==> src/rtl/pot_seq_pkg.sv <==
package pot_seq_pkg;
  typedef enum logic [2:0] {
    ST_IDLE, ST_SEL, ST_DIR, ST_LO, ST_HI, ST_DESEL, ST_HOLD, ST_DONE
  } seq_state_t;

  // nanoseconds to clock cycles, rounded up, never below one
  function automatic int unsigned ns_to_cyc(input int unsigned ns, input int unsigned clk_ns);
    int unsigned c;
    c = (ns + clk_ns - 1) / clk_ns;
    return (c == 0) ? 1 : c;
  endfunction
endpackage

==> src/rtl/pot_seq_timer.sv <==
module pot_seq_timer #(
  parameter int TW = 8
) (
  input  logic          clk,
  input  logic          rst,
  input  logic          load,
  input  logic [TW-1:0] load_val,
  output logic          expired
);
  logic [TW-1:0] cnt;

  always_ff @(posedge clk) begin
    if (rst)                cnt <= '0;
    else if (load)          cnt <= load_val;
    else if (cnt != '0)     cnt <= cnt - 1'b1;
  end

  assign expired = (cnt == '0);

  // R9/R10 intervals rely on the count parking at zero
  a_r10_timer_parks: assert property (@(posedge clk) disable iff (rst)
    (!load && cnt == '0) |=> cnt == '0);
endmodule

==> src/rtl/pot_seq_steps.sv <==
module pot_seq_steps #(
  parameter int W = 5
) (
  input  logic         clk,
  input  logic         rst,
  input  logic         load,
  input  logic [W-1:0] load_val,
  input  logic         dec,
  output logic         zero,
  output logic         last
);
  logic [W-1:0] left;

  always_ff @(posedge clk) begin
    if (rst)       left <= '0;
    else if (load) left <= load_val;
    else if (dec)  left <= left - 1'b1;
  end

  assign zero = (left == '0);
  assign last = (left == W'(1));

  a_r4_no_underflow: assert property (@(posedge clk) disable iff (rst)
    dec |-> !zero);
endmodule

==> src/rtl/pot_seq_ctrl.sv <==
module pot_seq_ctrl
  import pot_seq_pkg::*;
#(
  parameter int STEP_W  = 5,
  parameter int TW      = 8,
  parameter int C_CS    = 1,
  parameter int C_DIR   = 1,
  parameter int C_LO    = 1,
  parameter int C_HI    = 1,
  parameter int C_DESEL = 1,
  parameter int C_HS    = 1,
  parameter int C_HN    = 1
) (
  input  logic              clk,
  input  logic              rst,
  input  logic              cmd_valid,
  input  logic              cmd_up,
  input  logic [STEP_W-1:0] cmd_steps,
  input  logic              cmd_commit,
  input  logic              tmr_expired,
  input  logic              steps_zero,
  input  logic              steps_last,
  output logic              tmr_load,
  output logic [TW-1:0]     tmr_val,
  output logic              steps_load,
  output logic              steps_dec,
  output logic              cmd_ready,
  output logic              done,
  output logic              pot_sel_n,
  output logic              pot_up,
  output logic              pot_stb_n
);
  seq_state_t state, state_d;
  logic commit_q, commit_d, up_d;
  logic take;

  assign take = cmd_valid && cmd_ready;

  always_comb begin
    state_d    = state;
    tmr_load   = 1'b0;
    tmr_val    = '0;
    steps_load = 1'b0;
    steps_dec  = 1'b0;
    commit_d   = commit_q;
    up_d       = pot_up;
    unique case (state)
      ST_IDLE: if (take) begin
        commit_d   = cmd_commit;
        up_d       = cmd_up;
        steps_load = 1'b1;
        if (cmd_steps == '0 && !cmd_commit) begin
          state_d = ST_DONE;
        end else begin
          state_d  = ST_SEL;
          tmr_load = 1'b1;
          tmr_val  = TW'(C_CS - 1);
        end
      end
      ST_SEL: if (tmr_expired) begin
        state_d  = ST_DIR;
        tmr_load = 1'b1;
        tmr_val  = TW'(C_DIR - 1);
      end
      ST_DIR: if (tmr_expired) begin
        tmr_load = 1'b1;
        if (steps_zero) begin
          state_d = ST_DESEL;
          tmr_val = TW'(C_DESEL - 1);
        end else begin
          state_d = ST_LO;
          tmr_val = TW'(C_LO - 1);
        end
      end
      ST_LO: if (tmr_expired) begin
        tmr_load = 1'b1;
        if (steps_last && !commit_q) begin
          state_d = ST_DESEL;
          tmr_val = TW'(C_DESEL - 1);
        end else begin
          state_d = ST_HI;
          tmr_val = TW'(C_HI - 1);
        end
      end
      ST_HI: if (tmr_expired) begin
        tmr_load  = 1'b1;
        steps_dec = 1'b1;
        if (steps_last) begin
          state_d = ST_DESEL;
          tmr_val = TW'(C_DESEL - 1);
        end else begin
          state_d = ST_LO;
          tmr_val = TW'(C_LO - 1);
        end
      end
      ST_DESEL: if (tmr_expired) begin
        state_d  = ST_HOLD;
        tmr_load = 1'b1;
        tmr_val  = commit_q ? TW'(C_HS - 1) : TW'(C_HN - 1);
      end
      ST_HOLD: if (tmr_expired) state_d = ST_DONE;
      ST_DONE: state_d = ST_IDLE;
      default: state_d = ST_IDLE;
    endcase
  end

  always_ff @(posedge clk) begin
    if (rst) begin
      state     <= ST_IDLE;
      commit_q  <= 1'b0;
      cmd_ready <= 1'b1;
      done      <= 1'b0;
      pot_sel_n <= 1'b1;
      pot_up    <= 1'b0;
      pot_stb_n <= 1'b1;
    end else begin
      state     <= state_d;
      commit_q  <= commit_d;
      pot_up    <= up_d;
      cmd_ready <= (state_d == ST_IDLE);
      done      <= (state_d == ST_DONE);
      pot_sel_n <= (state_d == ST_IDLE) || (state_d == ST_HOLD) || (state_d == ST_DONE);
      unique case (state_d)
        ST_LO:             pot_stb_n <= 1'b0;
        ST_DESEL, ST_HOLD: pot_stb_n <= commit_d;
        default:           pot_stb_n <= 1'b1;
      endcase
    end
  end

  a_r1_idle_lines: assert property (@(posedge clk) disable iff (rst)
    cmd_ready |-> (pot_sel_n && pot_stb_n && !done));
  a_r3_select_strobe_high: assert property (@(posedge clk) disable iff (rst)
    $fell(pot_sel_n) |-> pot_stb_n);
  a_r8_fall_only_selected: assert property (@(posedge clk) disable iff (rst)
    $fell(pot_stb_n) |-> !pot_sel_n);
  a_r6_dir_steady: assert property (@(posedge clk) disable iff (rst)
    (!pot_sel_n && $past(!pot_sel_n)) |-> $stable(pot_up));
  a_r7_release_level: assert property (@(posedge clk) disable iff (rst)
    $rose(pot_sel_n) |-> (pot_stb_n == commit_q));
  a_r11_done_single: assert property (@(posedge clk) disable iff (rst)
    done |=> (!done && cmd_ready));
endmodule

==> src/rtl/pot_step_seq.sv <==
module pot_step_seq
  import pot_seq_pkg::*;
#(
  parameter int unsigned STEP_W       = 5,
  parameter int unsigned CLK_NS       = 8,
  parameter int unsigned T_CS_NS      = 100,
  parameter int unsigned T_DIR_NS     = 2900,
  parameter int unsigned T_LO_NS      = 1000,
  parameter int unsigned T_HI_NS      = 1000,
  parameter int unsigned T_DESEL_NS   = 1000,
  parameter int unsigned T_HOLD_ST_NS = 20_000_000,
  parameter int unsigned T_HOLD_NS_NS = 100
) (
  input  logic              clk,
  input  logic              rst,
  input  logic              cmd_valid,
  output logic              cmd_ready,
  input  logic              cmd_up,
  input  logic [STEP_W-1:0] cmd_steps,
  input  logic              cmd_commit,
  output logic              done,
  output logic              pot_sel_n,
  output logic              pot_up,
  output logic              pot_stb_n
);
  localparam int unsigned C_CS    = ns_to_cyc(T_CS_NS, CLK_NS);
  localparam int unsigned C_DIR   = ns_to_cyc(T_DIR_NS, CLK_NS);
  localparam int unsigned C_LO    = ns_to_cyc(T_LO_NS, CLK_NS);
  localparam int unsigned C_HI    = ns_to_cyc(T_HI_NS, CLK_NS);
  localparam int unsigned C_DESEL = ns_to_cyc(T_DESEL_NS, CLK_NS);
  localparam int unsigned C_HS    = ns_to_cyc(T_HOLD_ST_NS, CLK_NS);
  localparam int unsigned C_HN    = ns_to_cyc(T_HOLD_NS_NS, CLK_NS);
  localparam int unsigned C_MAX01 = (C_CS > C_DIR) ? C_CS : C_DIR;
  localparam int unsigned C_MAX23 = (C_LO > C_HI) ? C_LO : C_HI;
  localparam int unsigned C_MAX45 = (C_DESEL > C_HN) ? C_DESEL : C_HN;
  localparam int unsigned C_MAXA  = (C_MAX01 > C_MAX23) ? C_MAX01 : C_MAX23;
  localparam int unsigned C_MAXB  = (C_MAX45 > C_HS) ? C_MAX45 : C_HS;
  localparam int unsigned C_MAX   = (C_MAXA > C_MAXB) ? C_MAXA : C_MAXB;
  localparam int          TW      = $clog2(C_MAX + 1);

  logic          tmr_load, tmr_expired;
  logic [TW-1:0] tmr_val;
  logic          steps_load, steps_dec, steps_zero, steps_last;

  pot_seq_timer #(.TW(TW)) timer_i (
    .clk(clk), .rst(rst), .load(tmr_load), .load_val(tmr_val), .expired(tmr_expired)
  );

  pot_seq_steps #(.W(STEP_W)) steps_i (
    .clk(clk), .rst(rst), .load(steps_load), .load_val(cmd_steps), .dec(steps_dec),
    .zero(steps_zero), .last(steps_last)
  );

  pot_seq_ctrl #(
    .STEP_W(STEP_W), .TW(TW),
    .C_CS(int'(C_CS)), .C_DIR(int'(C_DIR)), .C_LO(int'(C_LO)), .C_HI(int'(C_HI)),
    .C_DESEL(int'(C_DESEL)), .C_HS(int'(C_HS)), .C_HN(int'(C_HN))
  ) ctrl_i (
    .clk(clk), .rst(rst),
    .cmd_valid(cmd_valid), .cmd_up(cmd_up), .cmd_steps(cmd_steps), .cmd_commit(cmd_commit),
    .tmr_expired(tmr_expired), .steps_zero(steps_zero), .steps_last(steps_last),
    .tmr_load(tmr_load), .tmr_val(tmr_val), .steps_load(steps_load), .steps_dec(steps_dec),
    .cmd_ready(cmd_ready), .done(done),
    .pot_sel_n(pot_sel_n), .pot_up(pot_up), .pot_stb_n(pot_stb_n)
  );
endmodule

==> config.mk <==
export PLATFORM = sky130hd
export DESIGN_NAME = pot_step_seq
export DESIGN_NICKNAME = d
export VERILOG_FILES = /design/src/rtl/pot_seq_pkg.sv /design/src/rtl/pot_seq_timer.sv /design/src/rtl/pot_seq_steps.sv /design/src/rtl/pot_seq_ctrl.sv /design/src/rtl/pot_step_seq.sv
export SDC_FILE = /design/constraint.sdc
export NUM_CORES = 1
export LEC_CHECK = 0
export BUFFER_PORTS_ARGS = -buffer_cell sky130_fd_sc_hd__buf_2
export CAP_MARGIN = 30
export CORE_MARGIN = 2
export CORE_UTILIZATION = 55
export DETAILED_ROUTE_END_ITERATION = 12
export PLACE_DENSITY = 0.76
export RECOVER_POWER = 50
export SLEW_MARGIN = 15
export SYNTH_ARGS = -nofsm -noshare
export SYNTH_HDL_FRONTEND = slang
export SYNTH_HIERARCHICAL = 1
export SYNTH_SLANG_ARGS = --single-unit
==> constraint.sdc <==
create_clock -name clk -period 2.75 [get_ports clk]
set_clock_uncertainty 0.15 [all_clocks]
set_input_delay 0.4125 -clock clk [delete_from_list [all_inputs] [get_ports clk]]
set_output_delay 0.4125 -clock clk [all_outputs]
set_load 0.005 [all_outputs]
# --- Word-level counts from Yosys, hierarchy flattened ---
# Index checks and enable logic that the tools add are counted.
totals:
  regBits: 36
  in_bits: 10
op_classes:
  n_addsub: 2
  n_eq_ne: 12
  muxes: 33
  n_reduce_logical: 19
ops:
  columns: ["op", "count"]
  rows:
  - ["$mux W22", 5]
  - ["$pmux W22 S4", 1]
  - ["$mux W3", 10]
  - ["$pmux W3 S8", 1]
  - ["$logic_not A22 Y1", 1]
  - ["$reduce_bool A22 Y1", 1]
  - ["$sub A22 B1 Y22 const B", 1]
  - ["$eq A3 B3 Y1 const B", 7]
  - ["$logic_not A5 Y1", 2]
  - ["$mux W5", 2]
  - ["$eq A3 B2 Y1 const B", 3]
  - ["$mux W1", 9]
  - ["$mux W9", 1]
  - ["$mux W7", 1]
  - ["$logic_not A3 Y1", 2]
  - ["$eq A5 B1 Y1 const B", 1]
  - ["$reduce_or A5 Y1", 1]
  - ["$sub A5 B1 Y5 const B", 1]
  - ["$mux W4", 1]
  - ["$pmux W1 S2", 2]
  - ["$reduce_bool A2 Y1", 2]
  - ["$eq A3 B1 Y1 const B", 1]
  - ["$logic_and A1 B1 Y1", 3]
  - ["$reduce_or A3 Y1", 1]
  - ["other kinds (4)", 6]

# --- Longest topological paths before layout ---
depth:
  depth_word: 8
  depth_mapped: 13
  depth_no_buf: 10

# --- Hierarchy ---
# The synthesis kept the hierarchy.
by_module_without_submodules:
  columns: ["mod", "n_inst", "cells_each", "area_each_um2"]
  rows:
  - ["pot_seq_timer", 1, 161, 1325.0]
  - ["pot_seq_ctrl", 1, 93, 745.7]
  - ["pot_seq_steps", 1, 35, 302.8]

# --- Least setup slack after synthesis ---
# No wires, ideal clock.
synth_timing:
  kind: "reg-to-reg"
  from: "reg timer_i.cnt[13]"
  to: "reg timer_i.cnt[5]"
  setup_ns: 0.069
  arrival_time_ns: 2.651
  path_slack_ns: -0.120
  path_stages_with_launch: 14
  cell_sequence: "dfxtp_1 clkbuf_1 nor4_1 nand2_1 buf_2 nor3_1 buf_2 nand2_1 a22oi_1 nor2b_1 clkbuf_1 clkbuf_1 nand2_1 o21ai_1"
synth_between:
  elab_chain_cells: 4
synth_lines:
  columns: ["element", "line", "text"]
  rows:
  - ["start, declared", "pot_seq_timer.sv:10", "logic [TW-1:0] cnt;"]
  - ["start signal, assigned", "pot_seq_timer.sv:14", "else if (load) cnt <= load_val;"]
  - ["start signal, assigned", "pot_seq_timer.sv:15", "else if (cnt != '0) cnt <= cnt - 1'b1;"]
  - ["$logic_not A22 Y1 (*)", "pot_seq_timer.sv:18", "assign expired = (cnt == '0);"]
  - ["named net tmr_expired", "pot_step_seq.sv:41", "logic tmr_load, tmr_expired;"]
  - ["$mux W1 (*)", null, null]
  - ["$pmux W1 S2 (*)", "pot_seq_ctrl.sv:47", "unique case (state)"]
  - ["named net tmr_load", "pot_step_seq.sv:41", null]
  - ["$mux W22 or $reduce_bool A2 Y1 (tied branches)", null, null]
# Mark *: on every way through the listed nets, which the timed path passes. The rest lies on a longest branch.
# A chain may end at the register's enable or synchronous reset.

# --- Worst setup path in the final report ---
layout_timing:
  from: "reg timer_i.cnt[4]"
  to: "reg ctrl_i.pot_stb_n"
layout_between:
  elab_chain_cells: 6
layout_lines:
  columns: ["element", "line", "text"]
  rows:
  - ["$logic_not A22 Y1 (*)", "pot_seq_timer.sv:18", null]
  - ["named net tmr_expired", "pot_step_seq.sv:41", null]
  - ["$mux W3 (tied with other cells)", "pot_seq_ctrl.sv:101", "ST_HOLD: if (tmr_expired) state_d = ST_DONE;"]
  - ["$pmux W3 S8 (*)", "pot_seq_ctrl.sv:47", null]
  - ["$eq A3 B3 Y1", "pot_seq_ctrl.sv:123", "unique case (state_d)"]
  - ["$reduce_or A2 Y1", "pot_seq_ctrl.sv:123", null]
  - ["$pmux W1 S2 (*)", "pot_seq_ctrl.sv:123", null]
  - ["end signal, assigned", "pot_seq_ctrl.sv:125", "ST_DESEL, ST_HOLD: pot_stb_n <= commit_d;"]
  - ["end, declared", "pot_seq_ctrl.sv:31", "output logic pot_stb_n"]
# Marked as above.

==> summary.md <==
* run status: finished, final reports clean
* die footprint: 0.00486 sq mm
* vias in the first global route: 1959
* slowest library cell on the worst path: sky130_fd_sc_hd__dfxtp_1
* combinational cell fraction of total power: 55.4%
* Synth Cell Area: 0.00237 sq mm
* actual slew at the worst max-slew pin: 0.824 ns
* Net Sw Frac: 44.9%
* Boundary Pins: 15
* share of flip-flops with an asynchronous set or reset: 0%
* Top Family by Delay on Critical Path: simple AND/OR/NAND/NOR gates
* sort of element at the start of the critical path: flop
* unrepaired setup endpoints after global routing: no
* vias per std cell: 5.82
* pin count of the biggest net entering global routing: 23
* CTS Buf Count: 5
* area of the core: 0.00409 sq mm
* number of cells traversed by the worst hold path: 3
* Reg-to-Reg Start: timer_i/cnt[4]$_SDFFE_PP0P_
* sum of overflow across all layers after global routing: 0
* xor/xnor share of the synthesized area: 5.54%
* Vert. Die Dim: 69.7 um
* number of standard cells in the layout, taps in and fillers out: 351
* WP data arrival: 2.57 ns
* most used flip-flop cell after synthesis: sky130_fd_sc_hd__dfxtp_1
* Buf+Inv Stages, Crit Path: 1
* depth of the worst register-to-register path: 9
* overall power consumption: 2.73 mW
* initial antenna violation count: 0
* antenna-violating nets left: 0
* total leakage power: 0.976 nW
* number of synthesized register bits: 36
* layout overhead on the synthesized area: 6.17%
* max-cap violations: 0
* DR iter-0 viols: 108
* portion of the clock cycle consumed by the worst path in the final layout: 91.1%
* post-synth cell types: 62
* worst min-delay path endpoint: ctrl_i/pot_up$_SDFFE_PP0P_
* Max VDD drop: 0.459 mV
* data required time of the critical path: 2.82 ns
* worst slew margin relative to its limit: 44.6%
* count of final max-slew check failures: 0
* origin of the worst min-delay path: cmd_up
* power per cell area: 1080 mW/mm^2
* clock share of power: 13.0%
* DRC viols: 0
* vias after detailed routing: 2042
* post-synthesis area per instance: 8.21 sq um
* ant diodes: 0
* average wire length per cell after detail routing: 14.3 um
* wire length of the first global-routing pass: 8580 um
* net switching power of the design: 1.22 mW
* H-Tree Depth: 2
* Reg power frac: 31.6%
* Initial Utilization: 58.1%
* mux cell area share after synthesis: 1.90%
* reg2reg setup slack: 0.24 ns
* most used cells in the layout excluding fill and tap cells: sky130_fd_sc_hd__dfxtp_1 (36), sky130_fd_sc_hd__nand2_1 (32), sky130_fd_sc_hd__nor2_1 (16), sky130_fd_sc_hd__buf_4 (16)
* final RePlAce weighted congestion: 0.851
* combinational family with the most area after synthesis: simple AND/OR/NAND/NOR gates
* capturing element type of the critical path: flop
* number of rows created at floorplan: 23
* critical path start-end classification: reg2reg
* part of the Yosys area used for sequential elements: 30.4%
* Final TNS setup: 0 ns
* number of failing hold endpoints at the final stage: 0
* critical-path cell list: nor4_2, nand3_2, nor3_2, buf_4, o22ai_1, a2bb2oi_2, o21a_2, mux2_4, a32oi_1
* CTS tree: built
* buffers inserted by post-CTS timing repair: 0
* worst-skew pair later-pin latency: 0.29 ns
* internal power of the cells: 1.50 mW
* root buf cell: sky130_fd_sc_hd__clkbuf_8
* die span in x: 69.7 um
* Post-Place Cells: 343
* Total Routed Length: 5030 um
* most frequent standard cell in the layout excluding fill and tap cells: sky130_fd_sc_hd__dfxtp_1
* number of filler instances in the final layout: 372
* Clock Sinks: 36
* reg-to-reg endpoint: ctrl_i/pot_stb_n$_SDFF_PP1_
* net count of the finished layout: 315
* total non-filler cell area in the finished layout: 0.00252 sq mm
* clock-pin transition on the worst setup and hold timing paths: 0.07 ns
* peak per-stage delay on the critical path: 0.36 ns
* Final min period: 2.51 ns
* Yosys warning total: 6
* HPWL after DPL: 3690 um
* crit-path max FO: 11
* Setup violations, final: 0
* Max Freq: 0.399 GHz
* detailed-routing iteration count for the pre-antenna-repair pass: 4
* Clock Tree Buf Depth: 2
* Synth Area in Compound Gates: 22.3%
* synthesized-area fraction occupied by adder cells: 2.11%
* layout cells sized above 1: 18.3%
* number of enable-type register cells in the synthesized netlist: 0
* Area after DPL: 0.00246 sq mm
* Mapped Cells: 289
* worst hold path type: in2reg
* input/output buffers: 14
* share of synthesized cell area in and, or, nand and nor gates: 26.3%
* global-route usage over all layers: 21.5%
[registers in the layout, summed over array words and instances, names as in the netlist]
register and count:
timer_i/cnt 22, steps_i/left 5, ctrl_i/state 3, ctrl_i/cmd_ready 1
ctrl_i/commit_q 1, ctrl_i/done 1, ctrl_i/pot_sel_n 1, ctrl_i/pot_stb_n 1
ctrl_i/pot_up 1
[power by group through the flow]
stage                     logic, mW  clock network (mW)  registers [mW]
after detailed placement       1.50                   0           0.871
after floorplan                1.14                   0           0.815
after global placement         1.48                   0           0.864
after CTS                      1.51               0.366           0.861
after global routing           1.67               0.385           0.884
final                          1.51               0.355           0.863
[synthesized netlist by cell type, drive strengths merged, types with 2 or more instances]
| cell type | number | area share, % |
|---|---|---|
| o311ai | 2 | 0.74 |
| o21ai | 16 | 3.4 |
| dfxtp | 36 | 30 |
| nor4 | 11 | 3.4 |
| clkbuf | 10 | 1.6 |
| and2 | 4 | 1.1 |
| nor2b | 4 | 1.2 |
| o21a | 6 | 2.0 |
| a32o | 2 | 0.84 |
| nand2 | 33 | 5.3 |
| nor3b | 2 | 0.84 |
| nand4 | 6 | 1.6 |
| a2bb2oi | 3 | 1.6 |
| o41a | 2 | 0.95 |
| o31a | 4 | 1.5 |
| ha | 4 | 2.1 |
| mux2i | 3 | 1.3 |
| or4 | 4 | 1.3 |
| nor2 | 16 | 2.5 |
| xnor2 | 2 | 0.74 |
| inv | 14 | 2.2 |
| nand3 | 5 | 1.8 |
| nor3 | 11 | 4.0 |
| and3 | 2 | 0.53 |
| nor4b | 3 | 1.4 |
| o31ai | 7 | 2.4 |
| xor2 | 13 | 4.8 |
| buf | 25 | 7.5 |
| a31oi | 2 | 0.53 |
| a22oi | 7 | 2.2 |
| a21oi | 15 | 3.2 |
[worst max-delay path by stage]
stage,startpoint,end,depth (start not counted)
2_1_floorplan,timer_i/cnt[13]$_SDFFE_PP0P_,timer_i/cnt[21]$_SDFFE_PP0P_,13
3_3_place_gp,timer_i/cnt[4]$_SDFFE_PP0P_,ctrl_i/pot_stb_n$_SDFF_PP1_,9
3_5_place_dp,timer_i/cnt[4]$_SDFFE_PP0P_,ctrl_i/pot_stb_n$_SDFF_PP1_,9
4_1_cts,timer_i/cnt[4]$_SDFFE_PP0P_,ctrl_i/pot_stb_n$_SDFF_PP1_,9
5_1_grt,timer_i/cnt[4]$_SDFFE_PP0P_,timer_i/cnt[14]$_SDFFE_PP0P_,9
6_report,timer_i/cnt[4]$_SDFFE_PP0P_,ctrl_i/pot_stb_n$_SDFF_PP1_,9
[layout make-up]
cell class | count | area, sq um | area share [%]
Multi-Input combinational cell | 211 | 1410 | 55.9
Sequential cell | 36 | 721 | 28.6
Timing Repair Buffer | 33 | 199 | 7.89
Clock buffer | 6 | 72.6 | 2.88
Tap cell | 50 | 62.6 | 2.48
Inverter | 14 | 52.6 | 2.09
Clock inverter | 1 | 5.00 | 0.199
[worst reg2reg max path, stage by stage (launching register included)]
cell,delay (ns)
sky130_fd_sc_hd__dfxtp_1,0.36
sky130_fd_sc_hd__nor4_2,0.36
sky130_fd_sc_hd__nand3_2,0.13
sky130_fd_sc_hd__nor3_2,0.24
sky130_fd_sc_hd__buf_4,0.20
sky130_fd_sc_hd__o22ai_1,0.11
sky130_fd_sc_hd__a2bb2oi_2,0.23
sky130_fd_sc_hd__o21a_2,0.21
sky130_fd_sc_hd__mux2_4,0.30
sky130_fd_sc_hd__a32oi_1,0.14
[per-layer routing]
| layer | track usage, % | up-vias | wire (um) |
|---|---|---|---|
| met2 | 39.1 | 52 | 2550 |
| met3 | 6.40 | 5 | 227 |
| met5 | 0 | - | 0 |
| met4 | 6.20 | 0 | 50 |
| li1 | - | 1043 | - |
| met1 | 24.1 | 942 | 2210 |
[stage by stage]
step | util [%] | setup WS [ns] | hold slack [ns]
floorplan | - | 0.0285 | 0.301
CTS | 62.1 | 0.191 | 0.214
finish | 61.7 | 0.244 | 0.219
global placement | 60.2 | 0.300 | 0.293
global route | 61.7 | 0.0500 | 0.237
detailed placement | 60.2 | 0.224 | 0.317
[logic make-up after synthesis]
| kind of cell | after synthesis |
|---|---|
| buf+inv | 49 |
| simple gates | 106 |
| mux | 4 |
| flops | 36 |
| fa+ha+maj | 4 |
| compound gates | 74 |
| other cells | 1 |
| xor+xnor | 15 |
[repair_timing]
action / in CTS / in global routing
hold buffers: 0 / 0
setup endpoints to repair: 0 / 1
resized for setup: 0 / 1
hold endpoints to repair: 0 / 0
Power figures use the tool's default switching activity.
